--- config.mk ---
export PLATFORM = sky130hd
export DESIGN_NAME = wdt_soft_watchdog
export DESIGN_NICKNAME = d
export VERILOG_FILES = /design/src/rtl/wdt_pkg.sv /design/src/rtl/wdt_ctrl.sv /design/src/rtl/wdt_datapath.sv /design/src/rtl/wdt_soft_watchdog.sv
export SDC_FILE = /design/constraint.sdc
export NUM_CORES = 1
export LEC_CHECK = 0
export BUFFER_PORTS_ARGS = -buffer_cell sky130_fd_sc_hd__clkbuf_2
export CAP_MARGIN = 5
export CORE_MARGIN = 8
export CORE_UTILIZATION = 30
export CTS_CLUSTER_SIZE = 10
export DETAILED_ROUTE_END_ITERATION = 16
export SLEW_MARGIN = 20
export SYNTH_ARGS = -nofsm -noshare
export SYNTH_HDL_FRONTEND = slang
export SYNTH_SLANG_ARGS = --single-unit
--- constraint.sdc ---
create_clock -name clk -period 2.7 [get_ports clk]
set_input_delay 0.54 -clock clk [delete_from_list [all_inputs] [get_ports clk]]
set_output_delay 0.54 -clock clk [all_outputs]
set_load 0.02 [all_outputs]
--- src/rtl/wdt_pkg.sv ---
package wdt_pkg;
  typedef struct packed {
    logic run;     // watchdog counting enabled
    logic reload;  // load counter from reload image this edge
  } wdtCtl_t;
endpackage

--- src/rtl/wdt_ctrl.sv ---
module wdt_ctrl
  import wdt_pkg::*;
#(
  parameter int ARM_WINDOW = 12
) (
  input  logic    clk,
  input  logic    rstN,
  input  logic    armStb,
  input  logic    startStb,
  output wdtCtl_t ctl
);
  localparam int AGE_W = $clog2(ARM_WINDOW + 1);

  logic             enabledQ;
  logic             armedQ;
  logic [AGE_W-1:0] ageQ;
  logic             reloadHit;

  assign reloadHit = startStb & armedQ;

  always_ff @(posedge clk) begin
    if (!rstN) begin
      enabledQ <= 1'b0;
      armedQ   <= 1'b0;
      ageQ     <= '0;
    end else begin
      if (startStb) enabledQ <= 1'b1;
      if (reloadHit) begin
        armedQ <= 1'b0;
        ageQ   <= '0;
      end else if (armStb) begin
        armedQ <= 1'b1;
        ageQ   <= '0;
      end else if (armedQ) begin
        if (ageQ == AGE_W'(ARM_WINDOW - 1)) begin
          armedQ <= 1'b0;
          ageQ   <= '0;
        end else begin
          ageQ <= ageQ + 1'b1;
        end
      end
    end
  end

  assign ctl.run    = enabledQ;
  assign ctl.reload = reloadHit;

  // enable is never withdrawn outside reset
  a_r3_enable_sticky: assert property (@(posedge clk) disable iff (!rstN)
    enabledQ |=> enabledQ);
  // the arm window never outlives its length
  a_r8_window_bound: assert property (@(posedge clk) disable iff (!rstN)
    armedQ |-> (ageQ < AGE_W'(ARM_WINDOW)));
  // an unanswered arm expires at the last window edge
  a_r8_arm_expires: assert property (@(posedge clk) disable iff (!rstN)
    (armedQ && ageQ == AGE_W'(ARM_WINDOW - 1) && !startStb && !armStb) |=> !armedQ);
endmodule

--- src/rtl/wdt_datapath.sv ---
module wdt_datapath
  import wdt_pkg::*;
#(
  parameter int          CNT_W     = 16,
  parameter int          RLD_W     = 8,
  parameter logic [15:0] TERMINAL  = 16'h7CFF,
  parameter int          FAST_DIV  = 24,
  parameter int          SLOW_MULT = 16,
  localparam int         SLOW_DIV  = FAST_DIV * SLOW_MULT,
  localparam int         PRE_W     = $clog2(SLOW_DIV)
) (
  input  logic             clk,
  input  logic             rstN,
  input  wdtCtl_t          ctl,
  input  logic             relWrEn,
  input  logic [RLD_W-1:0] relWrData,
  output logic [CNT_W-1:0] cntOut,
  output logic [PRE_W-1:0] preOut,
  output logic             timeoutOut,
  output logic             resetReqOut,
  output logic             statusFlag
);
  localparam int LOW_W = CNT_W - RLD_W;

  logic [RLD_W-1:0] reloadQ;
  logic [CNT_W-1:0] cntQ, cntD, reloadImage;
  logic [PRE_W-1:0] preQ, preD, preLast;
  logic             reqQ, flagQ, hitD, atTerm;

  assign reloadImage = CNT_W'(reloadQ[RLD_W-2:0]) << LOW_W;
  assign preLast     = reloadQ[RLD_W-1] ? PRE_W'(SLOW_DIV - 1) : PRE_W'(FAST_DIV - 1);
  assign atTerm      = (cntQ == CNT_W'(TERMINAL));

  always_comb begin
    cntD = cntQ;
    preD = preQ;
    if (ctl.reload) begin
      cntD = reloadImage;
      preD = '0;
    end else if (ctl.run) begin
      if (preQ >= preLast) begin
        preD = '0;
        cntD = cntQ + 1'b1;
      end else begin
        preD = preQ + 1'b1;
      end
    end
  end

  assign hitD = (cntD == CNT_W'(TERMINAL));

  always_ff @(posedge clk) begin
    if (!rstN) begin
      reloadQ <= '0;
      cntQ    <= '0;
      preQ    <= '0;
      reqQ    <= 1'b0;
      flagQ   <= 1'b0;
    end else begin
      if (relWrEn) reloadQ <= relWrData;
      cntQ  <= cntD;
      preQ  <= preD;
      reqQ  <= hitD && !atTerm;
      flagQ <= flagQ | hitD;
    end
  end

  assign cntOut      = cntQ;
  assign preOut      = preQ;
  assign timeoutOut  = atTerm;
  assign resetReqOut = reqQ;
  assign statusFlag  = flagQ;

  // a running counter moves by at most one per edge
  a_r2_step: assert property (@(posedge clk) disable iff (!rstN)
    (ctl.run && !ctl.reload) |=> (cntQ == $past(cntQ) || cntQ == $past(cntQ) + 1'b1));
  // timeout never appears without the status flag
  a_r4_timeout_flag: assert property (@(posedge clk) disable iff (!rstN)
    timeoutOut |-> statusFlag);
  // request only on the first terminal cycle, and only for one cycle
  a_r5_req_first: assert property (@(posedge clk) disable iff (!rstN)
    resetReqOut |-> (timeoutOut && $past(cntQ) != CNT_W'(TERMINAL)));
  a_r5_req_single: assert property (@(posedge clk) disable iff (!rstN)
    resetReqOut |=> !resetReqOut);
  // flag holds until reset
  a_r6_flag_sticky: assert property (@(posedge clk) disable iff (!rstN)
    statusFlag |=> statusFlag);
  // reload lands the image and clears the prescaler
  a_r7_reload_value: assert property (@(posedge clk) disable iff (!rstN)
    ctl.reload |=> (cntQ == $past(reloadImage) && preQ == '0));
endmodule

--- src/rtl/wdt_soft_watchdog.sv ---
module wdt_soft_watchdog
  import wdt_pkg::*;
#(
  parameter int          FAST_DIV   = 24,
  parameter int          SLOW_MULT  = 16,
  parameter int          ARM_WINDOW = 12,
  parameter logic [15:0] TERMINAL   = 16'h7CFF,
  localparam int         PRE_W      = $clog2(FAST_DIV * SLOW_MULT)
) (
  input  logic             clk,
  input  logic             rstN,
  input  logic             armStb,
  input  logic             startStb,
  input  logic             relWrEn,
  input  logic [7:0]       relWrData,
  output logic [15:0]      cntOut,
  output logic [PRE_W-1:0] preOut,
  output logic             timeoutOut,
  output logic             resetReqOut,
  output logic             statusFlag
);
  wdtCtl_t ctl;

  wdt_ctrl #(.ARM_WINDOW(ARM_WINDOW)) uCtrl (
    .clk(clk), .rstN(rstN), .armStb(armStb), .startStb(startStb), .ctl(ctl)
  );

  wdt_datapath #(
    .CNT_W(16), .RLD_W(8), .TERMINAL(TERMINAL),
    .FAST_DIV(FAST_DIV), .SLOW_MULT(SLOW_MULT)
  ) uData (
    .clk(clk), .rstN(rstN), .ctl(ctl),
    .relWrEn(relWrEn), .relWrData(relWrData),
    .cntOut(cntOut), .preOut(preOut),
    .timeoutOut(timeoutOut), .resetReqOut(resetReqOut), .statusFlag(statusFlag)
  );
endmodule

==> summary.md, run 1 <==
| Metric | Value |
|---|---|
| Status | finished, final reports clean |
| Vias | 1964 |
| Initial antenna violation count | 0 |
| Power per cell area | 434.6 nW/µm² |
| RSZ-0062 raised after global routing | false |
| Max FO, Critical Path | 4 |
| Setup_tns | 0 ns |
| Fillers | 709 |
| Critical path, cell by cell | inv_2 -> ha_4 -> nand3_2 -> o41a_1 -> or4_1 -> a31o_1 -> a211oi_2 -> nand4_1 -> nor2_1 |
| Antenna diodes | 0 |
| Start of the worst register-to-register path | uData.reloadQ[7] |
| DP Wirelength | 4012 µm |
| Ports | 41 |
| Total Wirelength | 5314 µm |
| Area grow syn2layout | 23.99% |
| WS Path Type | flop to flop |
| Die Height | 99.71 µm |
| Worst path max stage delay | 0.47 ns |
| Largest net degree at the start of global routing | 16 |
| Area share of xor/xnor cells in the synthesized design | 0.06250 |
| Die area | 9941 µm² |
| Netlist cell types | 51 |
| Initial Utilization | 0.3094 |
| Max Clock Skew | 0.005542 ns |
| Peak supply drop | 0.2033 mV |
| #FFs+latches synth | 41 |
| H-Tree Depth | 2 |
| Hold path start | uData.statusFlag |
| Least-Margin Pin Slew | 0.5414 ns |
| Critical path capture point type | flop |
| Fin crit share | 0.9482 |
| Hold Path Cell Cnt | 2 |
| Largest family of logic cells by synthesized area | simple AND/OR/NAND/NOR gates |
| Yosys top cell by area | dfxtp_1 |
| Placer Congestion | 0.8204 |
| CTS Sinks | 41 |
| # rows | 30 |
| Synth Area in Compound Gates | 0.1417 |
| Post-synthesis simple-gate area fraction | 0.2905 |
| Reg area | 820.8 µm² |
| Rel. slew slack | 0.6379 |
| DR WL/cell | 13.63 µm |
| Final nets | 313 |
| Syn Nets | 263 |
| First-pass GRT wire length | 8818 µm |
| Longest Clk Path Bufs | 2 |
| Leak Pwr | 0.001059 µW |
| Yosys top cell area share | 0.3905 |
| Synth Area in Adders | 0.04167 |
| Synth Area per Inst | 8.650 µm² |
| Critical path arrival | 2.79 ns |
| Register-to-Register Path Depth | 9 |
| Drt first pass iters | 4 |
| Number of synthesized flops with an enable pin | 0 |
| Hold-fix buffers, CTS | 0 |
| TritonCTS clock tree | done |
| R2R Setup Slk | 0.14 ns |
| TritonCTS Buffers | 5 |
| Share of cells above drive strength 1 | 0.2483 |
| Fmax | 0.3906 GHz |
| Count of final setup violators | 0 |
| Iter 0 DRT Violations | 136 |
| Startpoint types | flop |
| Cells after synthesis | 243 |
| Top FF cell, synth | dfxtp_1 |
| Slew Limit Fails | 0 |
| Congestion Overflow GR | 0 |
| Cell area after synthesis | 2102 µm² |
| Final ANT Viol Nets | 0 |
| Slowest CP cell | o41a_1 |
| Most common cell in the netlist | dfxtp_1 |
| Seq/Total Area, Yosys | 0.3905 |
| Synth warn | 0 |
| Core ar. | 6794 µm² |
| Root buffer cell | clkbuf_8 |
| Synth async-reset ratio | 0 |
| Die width | 99.71 µm |
| Synth area leaders | dfxtp_1 39%, nor2_1 7.1%, mux2i_1 4.8% |
| Min-delay worst type | flop to flop |
| Worst Hold End | uData.statusFlag |
| Tmin final | 2.560 ns |
| Clock transition at path regs | 0.08 ns |
| Post-synth top cells | 41 x dfxtp_1, 40 x nor2_1, 24 x nand2_1 |
| Final Hold Viols | 0 |
| Vias per cell | 5.036 |
| Vias in the first global route | 1859 |
| Clock Latency Late Sink | 0.28 ns |
| Multi-input logic area | 1291 µm² |
| # Max-Cap Violations | 0 |
| I/O Buffers | 40 |
| Worst r2r dst | uData.resetReqOut |
| Worst Path Required | 2.93 ns |
| Cells after DPL | 380 |
| Fin cells | 390 |
| Total track usage | 0.1078 |
| DRC | 0 |
| Multiplexer share of the synthesized area | 0.04762 |
## placed cells by master (no fill, tap or decap), types with 4 or more instances in the layout
cell type and count:
nor3_1 8, a21oi_1 7, o31ai_1 5, nand2b_1 4, xor2_1 7, dfxtp_1 41, buf_4 11, a211oi_1 4
nand3_1 8, clkbuf_8 5, mux2i_1 10, nand4_1 7, nand2_1 24, nor2_1 40, xnor2_1 8, clkbuf_2 40
ha_1 5
## cell type report
| cell class | instances | share of cell area |
|---|---|---|
| Clock buffer | 8 | 0.03072 |
| Timing Repair Buffer | 51 | 0.1085 |
| Tap cell | 96 | 0.04609 |
| Multi-Input combinational cell | 191 | 0.4954 |
| Sequential cell | 41 | 0.3149 |
| Inverter | 3 | 0.004321 |
## worst max path at each step
stage                           from           endpoint  slack [ns]  cells past startpoint
finish              uData.reloadQ[7]  uData.resetReqOut        0.14                      9
global route        uData.reloadQ[7]  uData.resetReqOut       0.005                      9
CTS                 uData.reloadQ[7]  uData.resetReqOut        0.08                     11
detailed placement  uData.reloadQ[7]  uData.resetReqOut        0.10                     11
global placement     uData.preOut[0]  uData.resetReqOut        0.20                     10
floorplan            uData.preOut[0]  uData.resetReqOut        0.19                     10
## registers in the layout (all words and copies together) (netlist names)
name	count
uData.reloadQ	8
uCtrl.ageQ	4
uData.resetReqOut	1
uData.preOut	9
uData.cntOut	16
uData.statusFlag	1
uCtrl.armedQ	1
uCtrl.enabledQ	1
## per-stage QoR
stage	hold slack, ns	setup WS, ns	instance area, µm²	total power (µW)	util
2_1_floorplan	0.4399	0.1872	2102	721.2	-
3_3_place_gp	0.4636	0.1993	2455	758.7	0.3613
3_5_place_dp	0.4548	0.1043	2455	760.4	0.3613
4_1_cts	0.4670	0.08496	2535	1151	0.3731
5_1_grt	0.4877	0.005044	2606	1191	0.3836
6_report	0.4647	0.1399	2606	1133	0.3836
## report_power, final
group          internal [µW]  leakage [µW]  switching (µW)
registers                621      0.000333            17.5
logic                   44.7      0.000686            67.6
clock network            184     0.0000395             198
## cell families (layout without fill, tap and decap cells)
group / after synthesis / count (layout)
AND/OR/NAND/NOR: 119 / 119
XOR/XNOR: 15 / 15
multiplexers: 10 / 10
adder cells (fa/ha/maj): 7 / 7
buffers and inverters: 12 / 62
AO/OA/AOI/OAI: 39 / 40
flip-flops: 41 / 41
## critical path: cells and delay by family, from the launching register on
kind,cells,cell delay [ns]
and+or+nand+nor,4,0.83
DFF,1,0.35
AOI/OAI and AO/OA,3,0.94
buffers and inverters,1,0.08
adders and majority gates,1,0.29
## metal layers
metal,share of wire,track usage,vias to the layer above
li1,-,-,982
met1,0.45,0.1299,934
met2,0.48,0.1780,44
met3,0.059,0.03212,4
met4,0.0075,0.03492,0
met5,0,0,-
## repair_timing
| action | 4_1_cts | 5_1_grt |
|---|---|---|
| resized for setup | 0 | 7 |
| setup buffers | 0 | 1 |
| setup endpoints to repair | 0 | 2 |
No activity file was read; power rests on OpenSTA's default activity.
==> run 2, diff against run 1 <==
Settings changed: CORE_UTILIZATION 30 to 45, PLACE_DENSITY_LB_ADDON from default to 0.1.
==> summary.md, run 2 (synthesis gave the netlist of run 1 again) <==
| Metric | Value |
|---|---|
| Status | finished, final reports clean |
| H-Tree Depth | 2 (unchanged) |
| CTS Sinks | 41 (unchanged) |
| Pre-CTS setup slack | 0.1956 ns (+0.09129 ns) |
| Vias per cell | 5.603 (+11%) |
| DP Wirelength | 3843 µm (-4.2%) |
| Max Clock Skew | 0.007680 ns (+0.002138 ns) |
| Clock Latency Late Sink | 0.29 ns (about the same) |
| Initial Utilization | 0.4571 (+0.1478) |
| Met3 usage | 0.03388 (+0.001759) |
| Placer Congestion | 0.8368 (+2.0%) |
| I/O Buffers | 40 (unchanged) |
| Area grow syn2layout | 21.19% |
| Total track usage | 0.1399 (+0.03211) |
| Root buffer cell | clkbuf_8 |
| Tmin final | 2.553 ns (-0.006644 ns) |
| Slew Limit Fails | 0 (unchanged) |
| Cells after DPL | 335 (-12%) |
| TritonCTS Buffers | 5 (unchanged) |
| Critical path capture point type | flop |
| RSZ-0062 raised after global routing | false |
| Total Wirelength | 5014 µm (-5.6%) |
| Die Height | 84.35 µm (-15%) |
| Die width | 84.35 µm (-15%) |
| Die area | 7114 µm² (-28%) |
| Fin cells | 343 (-12%) |
| Post-CTS setup buffer count | 0 (unchanged) |
| Max FO, Critical Path | 5 (+1) |
| Congestion Overflow GR | 0 (unchanged) |
| Most frequent cells in the layout | 40 x nor2_1, 40 x clkbuf_2, 40 x dfxtp_1 |
| Least-Margin Pin Slew | 0.5107 ns (-0.03063 ns) |
| Met2 usage | 0.2361 (+0.05803) |
| GR Util met1 | 0.1672 (+0.03731) |
| Leak Pwr | 0.001056 µW (-0.26%) |
| Power per cell area | 493.1 nW/µm² (+13%) |
| Final Hold Viols | 0 (unchanged) |
| Min-delay worst type | flop to flop |
| Final nets | 308 (-1.6%) |
| Count of final setup violators | 0 (unchanged) |
| Initial antenna violation count | 0 (unchanged) |
| Vias | 1922 (-2.1%) |
| WS Path Type | flop to flop |
| Peak supply drop | 0.3729 mV (+83%) |
| R2R Setup Slk | 0.15 ns (about the same) |
| Vias in the first global route | 1794 (-3.5%) |
| Worst setup margin | 0.1466 ns (+0.006644 ns) |
| Longest Clk Path Bufs | 2 (unchanged) |
| Antenna diodes | 0 (unchanged) |
| TritonCTS clock tree | done |
| First-pass GRT wire length | 8349 µm (-5.3%) |
| GR peak layer | met2 |
| DRC | 0 (unchanged) |
| Core ar. | 4598 µm² (-32%) |
| Final ANT Viol Nets | 0 (unchanged) |
| Fmax | 0.3916 GHz (+0.26%) |
| Critical path arrival | 2.79 ns (about the same) |
| Largest register FFs | 16 (unchanged) |
| Ports | 41 (unchanged) |
| Clock transition at path regs | 0.08 ns (about the same) |
| Rel. slew slack | 0.6587 (+0.02083) |
| Largest net degree at the start of global routing | 16 (unchanged) |
| # rows | 25 (-17%) |
| # Max-Cap Violations | 0 (unchanged) |
| Share of cells above drive strength 1 | 0.2491 (+0.0008356) |
| Iter 0 DRT Violations | 122 (-10%) |
| DR WL/cell | 14.62 µm (+7.3%) |
| Drt first pass iters | 4 (unchanged) |
| Fin crit share | 0.9457 (-0.002461) |
| Setup_tns | 0 ns (unchanged) |
| Worst Path Required | 2.93 ns (about the same) |
| Startpoint types | flop |
[run 2: cell types whose count changed in the layout (fill, tap and decap cells not counted), sizes merged]
cell	previous run	this run
buf	11	7
bufinv	0	1
clkbuf	48	47
o41a	2	1
[run 2: path summary, 6_finish.rpt]
path / from / endpoint / cells past startpoint
setup / recovery: uData.reloadQ[7] / uData.resetReqOut / 9
hold / removal: uData.statusFlag / uData.statusFlag / 2
setup reg to reg: uData.reloadQ[7] / uData.resetReqOut / 9
hold reg to reg: uData.statusFlag / uData.statusFlag / 2
[run 2: layout make-up]
| cell class | instances | area (µm²) |
|---|---|---|
| fill | 446 | 2051 |
| multi-input combinational | 190 | 1274 |
| sequential | 41 | 822.0 |
| timing repair buffer | 47 | 256.5 |
| clock buffer | 7 | 86.33 |
| tap | 54 | 67.56 |
| clock inverter | 1 | 30.03 |
| inverter | 3 | 11.26 |
[run 2: worst max-delay path, stage by stage (launching register included)]
cell and delay, ns:
dfxtp_2 0.33, inv_2 0.07, ha_1 0.29, nand3_2 0.09
o41a_1 0.51, or4_1 0.50, a31o_1 0.25, a211oi_2 0.21
nand4_1 0.14, nor2_1 0.10
[run 2: routing by layer]
layer / wire [µm] / up-vias
li1: - / 971
met1: 2239 / 900
met2: 2443 / 44
met3: 263 / 7
met4: 68 / 0
met5: 0 / -
[run 2: metrics by stage]
step | hold slack (ns) | power (µW) | instance area, µm² | utilization
final | 0.4722 | 1256 | 2547 | 0.5540
after global routing | 0.4900 | 1307 | 2547 | 0.5540
after CTS | 0.4746 | 1267 | 2496 | 0.5429
after detailed placement | 0.4625 | 758.6 | 2380 | 0.5176
after global placement | 0.4685 | 757.0 | 2380 | 0.5176
after floorplan | 0.4399 | 721.2 | 2102 | -
[run 2: report_power, final]
part / total [µW] / internal, µW / leakage [µW] / switching [µW]
Combinational: 107 / 43.6 / 0.000664 / 63.8
Sequential: 639 / 621 / 0.000334 / 17.2
Clock: 510 / 301 / 0.0000585 / 209
[run 2: repair_timing]
action / in CTS / in global routing
endpoints found under the setup margin: 0 / 11
hold buffers: 0 / 0
gates resized for setup: 0 / 8
==> run 3, diff against run 2 <==
Settings changed: CORE_MARGIN 8 to 3.
==> summary.md, run 3 (synthesis gave the netlist of run 1 again) <==
| Metric | Value |
|---|---|
| Initial antenna violation count | 0 (unchanged) |
| Bufs and invs on worst path | 1 (unchanged) |
| Count of final setup violators | 0 (unchanged) |
| Clock Latency Late Sink | 0.29 ns (about the same) |
| Fmax | 0.3932 GHz (+0.41%) |
| Top layer in use | met4 |
| First-pass GRT wire length | 8342 µm (about the same) |
| CP delay by family, top | simple AND/OR/NAND/NOR gates |
| Register-to-Register Path Depth | 9 (unchanged) |
| # Max-Cap Violations | 0 (unchanged) |
| Rel. slew slack | 0.6458 (-0.01292) |
| Die width | 74.35 µm (-12%) |
| Area grow syn2layout | 21.55% |
| Core ar. | 4444 µm² (-3.3%) |
| Share of cells above drive strength 1 | 0.2628 (+0.01366) |
| Vias per cell | 5.609 (about the same) |
| WP depth | 5 (-4) |
| Fin util | 0.5749 (+0.02087) |
| Fillers | 417 (-6.5%) |
| Drt first pass iters | 4 (unchanged) |
| Congestion Overflow GR | 0 (unchanged) |
| Final Hold Viols | 0 (unchanged) |
| Worst Path Required | 2.16 ns (-0.77 ns) |
| Max FO, Critical Path | 5 (unchanged) |
| Peak supply drop | 0.2338 mV (-37%) |
| Largest net degree at the start of global routing | 16 (unchanged) |
| Leak Pwr | 0.001059 µW (+0.28%) |
| Ports | 41 (unchanged) |
| Met2 wire len | 2258 µm (-7.6%) |
| Startpoint types | flop |
| Min-delay worst type | flop to flop |
| Total track usage | 0.1943 (+0.05439) |
| Placer Congestion | 0.8275 (-1.1%) |
| Final ANT Viol Nets | 0 (unchanged) |
| H-Tree Depth | 2 (unchanged) |
| Worst path max stage delay | 0.42 ns (-0.09 ns) |
| Max Clock Skew | 0.003656 ns (-0.004024 ns) |
| Largest register FFs | 16 (unchanged) |
| Longest Clk Path Bufs | 2 (unchanged) |
| Fin crit share | 0.9419 (-0.003839) |
| Setup_tns | 0 ns (unchanged) |
| Routed wl met3 | 259 µm (-1.5%) |
| Root buffer cell | clkbuf_8 |
| Clock transition at path regs | 0.07 ns (about the same) |
| I/O Buffers | 40 (unchanged) |
| M1 WL | 2498 µm (+12%) |
| Initial Utilization | 0.4730 (+0.01583) |
| Critical path capture point type | primary output |
| Critical path arrival | 2.00 ns (-0.79 ns) |
| Status | finished, final reports clean |
| RSZ-0062 raised after global routing | false |
| Antenna diodes | 0 (unchanged) |
| Total Wirelength | 5073 µm (+1.2%) |
| Slew Limit Fails | 0 (unchanged) |
| Final nets | 313 (+1.6%) |
| TritonCTS Buffers | 5 (unchanged) |
| Die Height | 74.35 µm (-12%) |
| DP Wirelength | 3711 µm (-3.4%) |
| Critical path, cell by cell | ha_2 -> and4_4 -> nand3_1 -> nor3_1 -> clkbuf_2 |
| Most frequent cells in the layout | 40 x nor2_1, 40 x clkbuf_2, 39 x dfxtp_1 |
| TritonCTS clock tree | done |
| Least-Margin Pin Slew | 0.5295 ns (+0.01880 ns) |
| Hold Path Cell Cnt | 2 (unchanged) |
| # rows | 24 (-4.0%) |
| Tmin final | 2.543 ns (-0.01036 ns) |
| Vias | 1935 (+0.68%) |
| DRC | 0 (unchanged) |
| DR WL/cell | 14.70 µm (+0.59%) |
| CTS Sinks | 41 (unchanged) |
| Power per cell area | 452.8 nW/µm² (-8.2%) |
| Vias in the first global route | 1768 (-1.4%) |
| WS Path Type | flop to primary output |
| Iter 0 DRT Violations | 205 (+68%) |
| Die area | 5527 µm² (-22%) |
| Slowest CP cell | nor3_1 |
[run 3: cell count changes in the layout (fill, tap and decap cells not counted), sizes merged]
cell	delta
buf	+4
o41a	+1
bufinv	-1
[run 3: power breakdown]
| group | switching [µW] | internal [µW] | leakage (µW) | total [µW] |
|---|---|---|---|---|
| Combinational | 66.2 | 44.4 | 0.000681 | 111 |
| Sequential | 18.0 | 621 | 0.000334 | 639 |
| Clock | 204 | 203 | 0.0000443 | 407 |
[run 3: worst min-delay path, delay by kind of cell (launching register included)]
family           cells  cell delay [ns]
flip-flops           1             0.33
AND/OR/NAND/NOR      1             0.06
AO/OA/AOI/OAI        1             0.05
[run 3: worst paths after layout]
| kind | startpoint | endpoint | slack [ns] |
|---|---|---|---|
| hold / removal | uData.reloadQ[0] | uData.cntOut[8] | 0.48 |
| setup / recovery | uData.cntOut[1] | timeoutOut | 0.16 |
| setup reg to reg | uData.reloadQ[7] | uData.resetReqOut | 0.16 |
| hold reg to reg | uData.reloadQ[0] | uData.cntOut[8] | 0.48 |
[run 3: area by class of cell]
cell class / instances / area [µm²] / area share
tap: 52 / 65.06 / 0.02547
clock buffer: 7 / 86.33 / 0.03379
inverter: 3 / 11.26 / 0.004407
sequential: 41 / 823.3 / 0.3222
timing repair buffer: 51 / 282.8 / 0.1107
multi-input combinational: 191 / 1286 / 0.5034
[run 3: layer usage]
| layer | global-route usage | up-vias |
|---|---|---|
| li1 | - | 985 |
| met1 | 0.2682 | 895 |
| met2 | 0.3012 | 49 |
| met3 | 0.04324 | 6 |
| met4 | 0.06522 | 0 |
| met5 | 0 | - |
[run 3: per-stage QoR]
stage	cell area, µm²	power, µW	hold WS [ns]	cells	setup slack [ns]
2_1_floorplan	2102	721.2	0.4399	243	0.1872
3_3_place_gp	2392	757.9	0.4658	335	0.1654
3_5_place_dp	2392	759.2	0.4707	335	0.1469
4_1_cts	2479	1166	0.4738	342	0.1045
5_1_grt	2555	1214	0.4898	345	0.01165
6_report	2555	1157	0.4810	345	0.1569
[run 3: what timing repair did]
action / CTS / global route
setup buffers: 0 / 2
resized for setup: 0 / 9
endpoints found under the setup margin: 0 / 3
endpoints found under the hold margin: 0 / 0
hold buffers: 0 / 0
